[src/rtl/slpctl_pkg.sv]
// Shared types for the sleep clock gating controller.
// Assumes the five domain enables are always packed in the order cpu, io, adc, osc, tmr.
package slpctl_pkg;

    localparam int DOM_N   = 5;
    localparam int WAKE_N  = 4;
    localparam int OSC_BIT = 1;

    typedef enum logic [2:0] {
        M_LIGHT = 3'b000,
        M_QUIET = 3'b001,
        M_DEEP  = 3'b010,
        M_TONLY = 3'b011,
        M_WARM  = 3'b110,
        M_WARMT = 3'b111
    } slp_mode_e;

    typedef enum logic [1:0] {
        ST_RUN   = 2'd0,
        ST_SLEEP = 2'd1,
        ST_OSCW  = 2'd2
    } slp_state_e;

    typedef struct packed {
        logic cpu;
        logic io;
        logic adc;
        logic osc;
        logic tmr;
    } dom_t;

    typedef struct packed {
        logic ext;
        logic io;
        logic adc;
        logic tmr;
    } wake_t;

endpackage

[src/rtl/slpctl_sync.sv]
// Multi-flop synchronizer for asynchronous level inputs.
// Assumes the inputs are levels held longer than STAGES cycles.
// STAGES of 0 passes the inputs straight through.
module slpctl_sync #(
    parameter int STAGES = 2,
    parameter int W      = 1
) (
    input  logic         clk,
    input  logic         rst_n,
    input  logic [W-1:0] d,
    output logic [W-1:0] q
);

    generate
        if (STAGES == 0) begin : g_bypass
            assign q = d;
        end else begin : g_chain
            logic [W-1:0] pipe [STAGES];

            // Shift the sampled inputs through the flop chain.
            always_ff @(posedge clk) begin
                if (!rst_n) begin
                    for (int i = 0; i < STAGES; i++) pipe[i] <= '0;
                end else begin
                    pipe[0] <= d;
                    for (int i = 1; i < STAGES; i++) pipe[i] <= pipe[i-1];
                end
            end

            assign q = pipe[STAGES-1];
        end
    endgenerate

endmodule

[src/rtl/slpctl_decode.sv]
// Maps the raw 3-bit mode code to a legal mode.
// Assumes the unused codes must fall back to light sleep.
module slpctl_decode
    import slpctl_pkg::*;
(
    input  logic [2:0] code,
    output slp_mode_e  mode
);

    // Pick the legal mode, with light sleep for unused codes.
    always_comb begin
        case (code)
            3'b001:  mode = M_QUIET;
            3'b010:  mode = M_DEEP;
            3'b011:  mode = M_TONLY;
            3'b110:  mode = M_WARM;
            3'b111:  mode = M_WARMT;
            default: mode = M_LIGHT;
        endcase
    end

endmodule

[src/rtl/slpctl_policy.sv]
// Policy for each mode: which domains keep running, which wake sources count,
// and whether the mode stops the main oscillator.
// Assumes a legal mode from slpctl_decode.
module slpctl_policy
    import slpctl_pkg::*;
(
    input  slp_mode_e mode,
    output dom_t      keep,
    output wake_t     allow,
    output logic      cold
);

    // Look up the policy table for the captured mode.
    always_comb begin
        keep  = '0;
        allow = '0;
        cold  = 1'b0;
        allow.ext = 1'b1;
        case (mode)
            M_QUIET: begin
                keep.adc  = 1'b1;
                keep.osc  = 1'b1;
                keep.tmr  = 1'b1;
                allow.adc = 1'b1;
                allow.tmr = 1'b1;
            end
            M_DEEP: begin
                cold = 1'b1;
            end
            M_TONLY: begin
                keep.tmr  = 1'b1;
                allow.tmr = 1'b1;
                cold      = 1'b1;
            end
            M_WARM: begin
                keep.osc = 1'b1;
            end
            M_WARMT: begin
                keep.osc  = 1'b1;
                keep.tmr  = 1'b1;
                allow.tmr = 1'b1;
            end
            default: begin
                keep.io   = 1'b1;
                keep.adc  = 1'b1;
                keep.osc  = 1'b1;
                keep.tmr  = 1'b1;
                allow.io  = 1'b1;
                allow.adc = 1'b1;
                allow.tmr = 1'b1;
            end
        endcase
    end

endmodule

[src/rtl/slpctl_fsm.sv]
// Sleep state machine: run, sleep, and the wait for the oscillator.
// Assumes wake and ready inputs are already synchronized.
// The mode is captured on entry.
module slpctl_fsm
    import slpctl_pkg::*;
(
    input  logic       clk,
    input  logic       rst_n,
    input  logic       sleep_req,
    input  logic       sleep_en,
    input  slp_mode_e  mode_sel,
    input  wake_t      wake,
    input  wake_t      allow,
    input  logic       cold,
    input  logic       osc_rdy,
    output slp_state_e state,
    output slp_mode_e  mode_q
);

    slp_state_e state_nx;
    logic       enter;
    logic       hit;

    assign enter = sleep_req && sleep_en;
    assign hit   = |(wake & allow);

    // Compute the next state.
    always_comb begin
        state_nx = state;
        case (state)
            ST_RUN:   if (enter) state_nx = ST_SLEEP;
            ST_SLEEP: if (hit)   state_nx = cold ? ST_OSCW : ST_RUN;
            ST_OSCW:  if (osc_rdy) state_nx = ST_RUN;
            default:  state_nx = ST_RUN;
        endcase
    end

    // Register the state, returning to run on reset.
    always_ff @(posedge clk) begin
        if (!rst_n) state <= ST_RUN;
        else        state <= state_nx;
    end

    // Capture the mode when sleep is entered.
    always_ff @(posedge clk) begin
        if (!rst_n)                        mode_q <= M_LIGHT;
        else if (state == ST_RUN && enter) mode_q <= mode_sel;
    end

endmodule

[src/rtl/slpctl_gate.sv]
// Builds the per-domain enables from the state and the mode's keep set.
// Assumes OSC_BIT marks the oscillator position in dom_t.
module slpctl_gate
    import slpctl_pkg::*;
(
    input  slp_state_e state,
    input  dom_t       keep,
    output dom_t       en
);

    logic             run;
    logic             oscw;
    logic [DOM_N-1:0] keep_v;
    logic [DOM_N-1:0] en_v;

    assign run    = (state == ST_RUN);
    assign oscw   = (state == ST_OSCW);
    assign keep_v = keep;

    generate
        for (genvar gi = 0; gi < DOM_N; gi++) begin : g_dom
            localparam bit IS_OSC = (gi == OSC_BIT);
            if (IS_OSC) begin : g_osc
                assign en_v[gi] = run | oscw | keep_v[gi];
            end else begin : g_plain
                assign en_v[gi] = run | keep_v[gi];
            end
        end
    endgenerate

    assign en = en_v;

endmodule

[src/rtl/slpctl_top.sv]
// Top of the sleep clock gating controller. It synchronizes the asynchronous
// wake and ready inputs, runs the sleep state machine and drives the five
// domain enables. Assumes clk is an always-on clock and rst_n is synchronous.
module slpctl_top
    import slpctl_pkg::*;
#(
    parameter int SYNC_STAGES = 2
) (
    input  logic       clk,
    input  logic       rst_n,
    input  logic       sleep_req,
    input  logic       sleep_en,
    input  logic [2:0] sleep_mode,
    input  logic       wake_ext,
    input  logic       wake_io,
    input  logic       wake_adc,
    input  logic       wake_tmr,
    input  logic       osc_ready,
    output logic       clk_en_cpu,
    output logic       clk_en_io,
    output logic       clk_en_adc,
    output logic       osc_en,
    output logic       clk_en_async,
    output logic       awake
);

    localparam int SYNC_W = WAKE_N + 1;

    logic [SYNC_W-1:0] sync_d;
    logic [SYNC_W-1:0] sync_q;
    wake_t             wake_s;
    logic              rdy_s;
    slp_mode_e         mode_sel;
    slp_mode_e         mode_q;
    slp_state_e        state;
    dom_t              keep;
    wake_t             allow;
    logic              cold;
    dom_t              en;

    assign sync_d = {wake_ext, wake_io, wake_adc, wake_tmr, osc_ready};
    assign wake_s = sync_q[SYNC_W-1:1];
    assign rdy_s  = sync_q[0];

    slpctl_sync #(.STAGES(SYNC_STAGES), .W(SYNC_W)) u_sync (
        .clk   (clk),
        .rst_n (rst_n),
        .d     (sync_d),
        .q     (sync_q)
    );

    slpctl_decode u_dec (
        .code (sleep_mode),
        .mode (mode_sel)
    );

    slpctl_fsm u_fsm (
        .clk       (clk),
        .rst_n     (rst_n),
        .sleep_req (sleep_req),
        .sleep_en  (sleep_en),
        .mode_sel  (mode_sel),
        .wake      (wake_s),
        .allow     (allow),
        .cold      (cold),
        .osc_rdy   (rdy_s),
        .state     (state),
        .mode_q    (mode_q)
    );

    slpctl_policy u_pol (
        .mode  (mode_q),
        .keep  (keep),
        .allow (allow),
        .cold  (cold)
    );

    slpctl_gate u_gate (
        .state (state),
        .keep  (keep),
        .en    (en)
    );

    assign clk_en_cpu   = en.cpu;
    assign clk_en_io    = en.io;
    assign clk_en_adc   = en.adc;
    assign osc_en       = en.osc;
    assign clk_en_async = en.tmr;
    assign awake        = (state == ST_RUN);

endmodule

[config.mk]
export PLATFORM = sky130hd
export DESIGN_NAME = slpctl_top
export DESIGN_NICKNAME = d
export VERILOG_FILES = /design/src/rtl/slpctl_pkg.sv /design/src/rtl/slpctl_sync.sv /design/src/rtl/slpctl_decode.sv /design/src/rtl/slpctl_policy.sv /design/src/rtl/slpctl_fsm.sv /design/src/rtl/slpctl_gate.sv /design/src/rtl/slpctl_top.sv
export SDC_FILE = /design/constraint.sdc
export NUM_CORES = 1
export LEC_CHECK = 0
export ABC_CLOCK_PERIOD_IN_PS = 1400
export CORE_UTILIZATION = 43
export CTS_BUF_LIST = sky130_fd_sc_hd__clkbuf_4 sky130_fd_sc_hd__clkbuf_8 sky130_fd_sc_hd__clkbuf_16
export CTS_CLUSTER_DIAMETER = 150
export DETAILED_ROUTE_END_ITERATION = 8
export PLACE_DENSITY_LB_ADDON = 0.2
export SLEW_MARGIN = 10
export SYNTH_ARGS = -nofsm -noshare
export SYNTH_HDL_FRONTEND = slang
export SYNTH_SLANG_ARGS = --single-unit
export TNS_END_PERCENT = 50
[constraint.sdc]
create_clock -name clk -period 1.4 [get_ports clk]
set_input_delay 0.28 -clock clk [delete_from_list [all_inputs] [get_ports clk]]
set_output_delay 0.28 -clock clk [all_outputs]
set_load 0.02 [all_outputs]
# Word-level counts from Yosys, hierarchy flattened
# Memory sizes are Yosys's and may differ from the RTL's.
# Index checks and enable logic that the tools add are counted.
[op_classes]
bitwise = 8
reduce_logical = 9
eq_ne = 15
muxes = 15
[op_table]
columns = ["operator", "count"]
rows = [
  ["3-bit case mux with 5 select lines", 1],
  ["3-bit by 2-bit == test with 1-bit output (second input constant)", 4],
  ["3-bit == test (second input constant)", 4],
  ["5-bit two-way mux", 2],
  ["2-bit two-way mux", 4],
  ["4-bit OR reduction", 2],
  ["1-bit two-way mux", 7],
  ["1-bit OR", 7],
  ["3-bit by 1-bit == test with 1-bit output (second input constant)", 2],
  ["2-bit case mux with 3 select lines", 1],
  ["5-bit OR reduction", 1],
  ["4-bit AND", 1],
  ["2-bit inequality test (second input constant)", 2],
  ["2-bit OR reduction", 2],
  ["3-bit AND reduction", 1],
  ["2-bit by 1-bit == test with 1-bit output (second input constant)", 1],
  ["2-bit == test (second input constant)", 1],
  ["1-bit logical AND", 2],
  ["2-bit zero test", 1],
  ["2-bit by 1-bit inequality test with 1-bit output (second input constant)", 1],
]
[word_totals]
output_inout_bits = 6
mem_count = 1
register_bits = 5
mem_bits_rw = 10
inputBits = 12
wordCells = 50
[memory_table]
columns = ["name", "depth", "word_bits", "rd", "rd_clocked_by_memory_dff", "write_ports", "line", "text"]
rows = [
  ["u_sync.g_chain.pipe", 2, 5, 2, 0, 2, "slpctl_sync.sv:18", "logic [W-1:0] pipe [STAGES];"],
]

# Depth between registers and ports, before layout
[logic_depth]
word_depth = 7
ltp_mapped = 6
ltp_nobuf = 5

# Hierarchy
# Synthesis repeated with hierarchy kept, for this count alone.
[unflattened]
cells_unflattened = 68
hier_area_um2 = 659.4
[modules_own_cells]
columns = ["module", "n_inst", "seq_area_each_um2", "area_per_inst_um2", "cells_per_inst"]
rows = [
  ["slpctl_sync", 1, 200.2, 300.3, 25],
  ["slpctl_fsm", 1, 100.1, 222.7, 20],
  ["slpctl_policy", 1, 0.0, 73.8, 13],
  ["slpctl_gate", 1, 0.0, 36.3, 5],
  ["slpctl_decode", 1, 0.0, 22.5, 4],
  ["slpctl_top", 1, 0.0, 3.8, 1],
]

# Worst setup path after synthesis
# No wires, ideal clock.
[synth_timing]
path_kind = "reg-to-output"
from = "register u_fsm.state[0]"
to = "output clk_en_async"
stages_incl_launch_ff = 5
arrival_time_ns = 1.090
required_ns = 1.120
n_path_buf = 1
path_slack_ns = 0.030
cell_sequence = "dfxtp_1 > or2_1 > buf_6 > nand2_1 > or2_2"
[synth_between]
elab_chain_cells = 2
[synth_lines]
columns = ["item", "line", "text"]
rows = [
  ["from (decl)", "slpctl_fsm.sv:16", "output slp_state_e state,"],
  ["from (signal assigned)", "slpctl_fsm.sv:41", "else state <= state_nx;"],
  ["2-bit zero test", "slpctl_gate.sv:16", "assign run = (state == ST_RUN);"],
  ["1-bit OR", "slpctl_gate.sv:26", "assign en_v[gi] = run | keep_v[gi];"],
  ["to (decl)", "slpctl_top.sv:23", "output logic clk_en_async,"],
]
# No other way between the ends.

# Worst setup path after layout
[layout_timing]
from = "register u_fsm.state[1]"
to = "output clk_en_async"
# Same word-level chain as after synthesis.

==> flow_summary.toml <==
[placed_design]
pre_cts_slack_ps = -216
dp_hpwl_um = 739
dpl_cell_area_um2 = 791
place_congestion = 0.729
portBuffers = 17

[final_layout]
final_nets = 99
layout_common_cells = "12 x dfxtp_1, 11 x clkdlybuf4s50_1, 10 x and2_1"
areaGrowthSynthToFinish_pct = 44.3
final_util = 0.706
drive_gt1_frac = 0.291
antenna_cells = 0
final_cell_area_um2 = 827
mostFrequentLayoutCell = "dfxtp_1"

[clocking]
cts_hold_buf = 0
clkLatencyLatePin_ps = 280
clockBufferDepth = 2
clk_pin_slew_ps = 90
cts_buffers = 3
cts-root-buf = "clkbuf_4"
htree_levels = 1
cts_tree = "done"
cts_sinks = 15

[pwr]
peakVddDrop_mv = 0.618
power_frac_comb = 0.215
pwr-share-clk = 0.266
p_total_uw = 889
p_per_area_nw_per_um2 = 1070
p_seq_frac = 0.519
cellInternalPower_uw = 663
leakagePower_nw = 0.342
power.switching_uw = 225
swShare = 0.253

[sta]
worst_clock_skew_ps = 7.48
slew_violations = 0
fin_crit_sh = 1.01
max_slew.worst_pin.slew_ps = 387
setup_viol = 2
finalWorstSetupSlack_ps = -13.3
min_period_ps = 1410
relSlewSlack = 0.741
final_hold_viol_count = 0
clock.fmax_ghz = 0.708
rsz0062_at_grt = "true"

[route]
drc_errors = 0
viasPerCell = 4.63
via_count = 463
firstDrtPassIters = 2
drt_iter0_drc = 2
drtAntennaViolNets = 0
avgRoutedWirePerCell_um = 9.51
wl_um = 951

[status]
violations = "setup timing"
status = "finished with violations"

[worst_setup_path]
crit_type = "reg2out"
end_kind = "output port"
reg2reg_depth = 5
worstPathMaxFanout = 4
setup.worst_path.start_class = "register"
worstPathArrival_ps = 1130
required_ps = 1120

[flow_run]
maxCapViolCount = 0

[worst_hold_path]
hold_path_depth = 1
hp-class = "reg2reg"

[floorplanning]
die_area_um2 = 1480
core_region_area_um2 = 1170
die_h_um = 38.5
rows = 12
pin_count = 18
initial_core_util = 0.489
fp.dieW_um = 38.5

[yosys]
ys_types = 23
synth.cell_area_um2 = 573
ys_warn_count = 0
synth_nets = 73
ys_seq_area_frac = 0.524
syn-instance-count = 61
avgSynthCellArea_um2 = 9.39
synth_seq_cells = 15

[grt]
grt_pass1_vias = 403
antenna_found_initial = 0
grtUsageTotal = 0.165
grt_pass1_wl_mm = 1.63
overflow = 0
grt_start_max_net_pins = 16
## path summary, 6_finish.rpt
| check | slack, ps | endpoint | startpoint |
|---|---|---|---|
| hold / removal | 440 | u_sync.g_chain.pipe[0][5]$_SDFF_PN0_ | u_sync.g_chain.pipe[0][0]$_SDFF_PN0_ |
| setup / recovery | -10 | clk_en_async | u_fsm.state[1]$_SDFFE_PN0P_ |
| hold reg to reg | 440 | u_sync.g_chain.pipe[0][5]$_SDFF_PN0_ | u_sync.g_chain.pipe[0][0]$_SDFF_PN0_ |
| setup reg to reg | 210 | u_fsm.mode_q[1]$_SDFFE_PN0P_ | u_fsm.state[1]$_SDFFE_PN0P_ |
## registers in the layout, summed over array words and instances (netlist names)
signal / count
u_fsm.mode_q: 3
u_fsm.state: 2
u_sync.g_chain.pipe: 10
## layout make-up
| type | count | area, um^2 |
|---|---|---|
| repair buffers | 24 | 210 |
| clock inverters | 1 | 5.00 |
| well taps | 14 | 17.5 |
| inverters | 1 | 3.75 |
| clock buffers | 3 | 22.5 |
| flip-flops and latches | 15 | 307 |
| fillers | 103 | 344 |
| multi-input cells | 42 | 262 |
## repair_timing
item	4_1_cts	5_1_grt
gates resized for setup	38	2
endpoints found under the setup margin	6	6
buffers inserted	0	0
pin swaps	2	1
## per-layer routing
layer / track usage / part of all wire / wire (um) / vias up
li1: - / - / - / 250
met1: 0.223 / 0.50 / 476 / 198
met2: 0.238 / 0.44 / 415 / 13
met3: 0.0174 / 0.050 / 48 / 2
met4: 0.129 / 0.012 / 11 / 0
met5: 0 / 0 / 0 / -
## critical path, cell delays in order (launching register included)
cell and delay (ps):
dfxtp_2 330, or2_4 260, nand2_2 60, or2_4 110, buf_6 100
## power by group through the flow
stage               registers [mW]  clock network, mW  logic, mW
finish                       0.461              0.237      0.191
global route                 0.464              0.269      0.209
CTS                          0.462              0.245      0.192
detailed placement           0.469                  0      0.188
global placement             0.469                  0      0.186
floorplan                    0.470                  0      0.103
## through the flow
stage	std cells	TNS (ps)	hold slack, ps
after floorplan	61	0	402
after global placement	96	-886	415
after detailed placement	96	-1040	418
after CTS	100	-67.9	439
after global routing	100	-262	450
final	100	-20.4	439
## kinds of logic after synthesis
kind of cell | share of synthesized area
buffers and inverters | 0.0458
AND/OR/NAND/NOR | 0.286
flip-flops | 0.524
AO/OA/AOI/OAI | 0.144
## Yosys cell counts
cell       n  share of area
nor2_4     1          0.020
buf_6      1          0.020
a211oi_1   1          0.013
nand2b_1   1          0.011
nand2_1    7          0.046
dfxtp_1   15           0.52
nor2b_1    2          0.022
or2_1      1          0.011
nor2_1     2          0.013
o211ai_1   1          0.013
inv_1      1         0.0065
o21ai_0    5          0.044
a21boi_0   1          0.013
a21oi_1    2          0.017
clkbuf_1   1         0.0065
a21boi_1   2          0.026
nand3b_1   1          0.013
nand3_1    2          0.017
nor3b_1    1          0.013
o211a_1    1          0.017
and2_1    10           0.11
or2_2      1          0.011
buf_4      1          0.013
No activity file was read; power rests on OpenSTA's default activity.
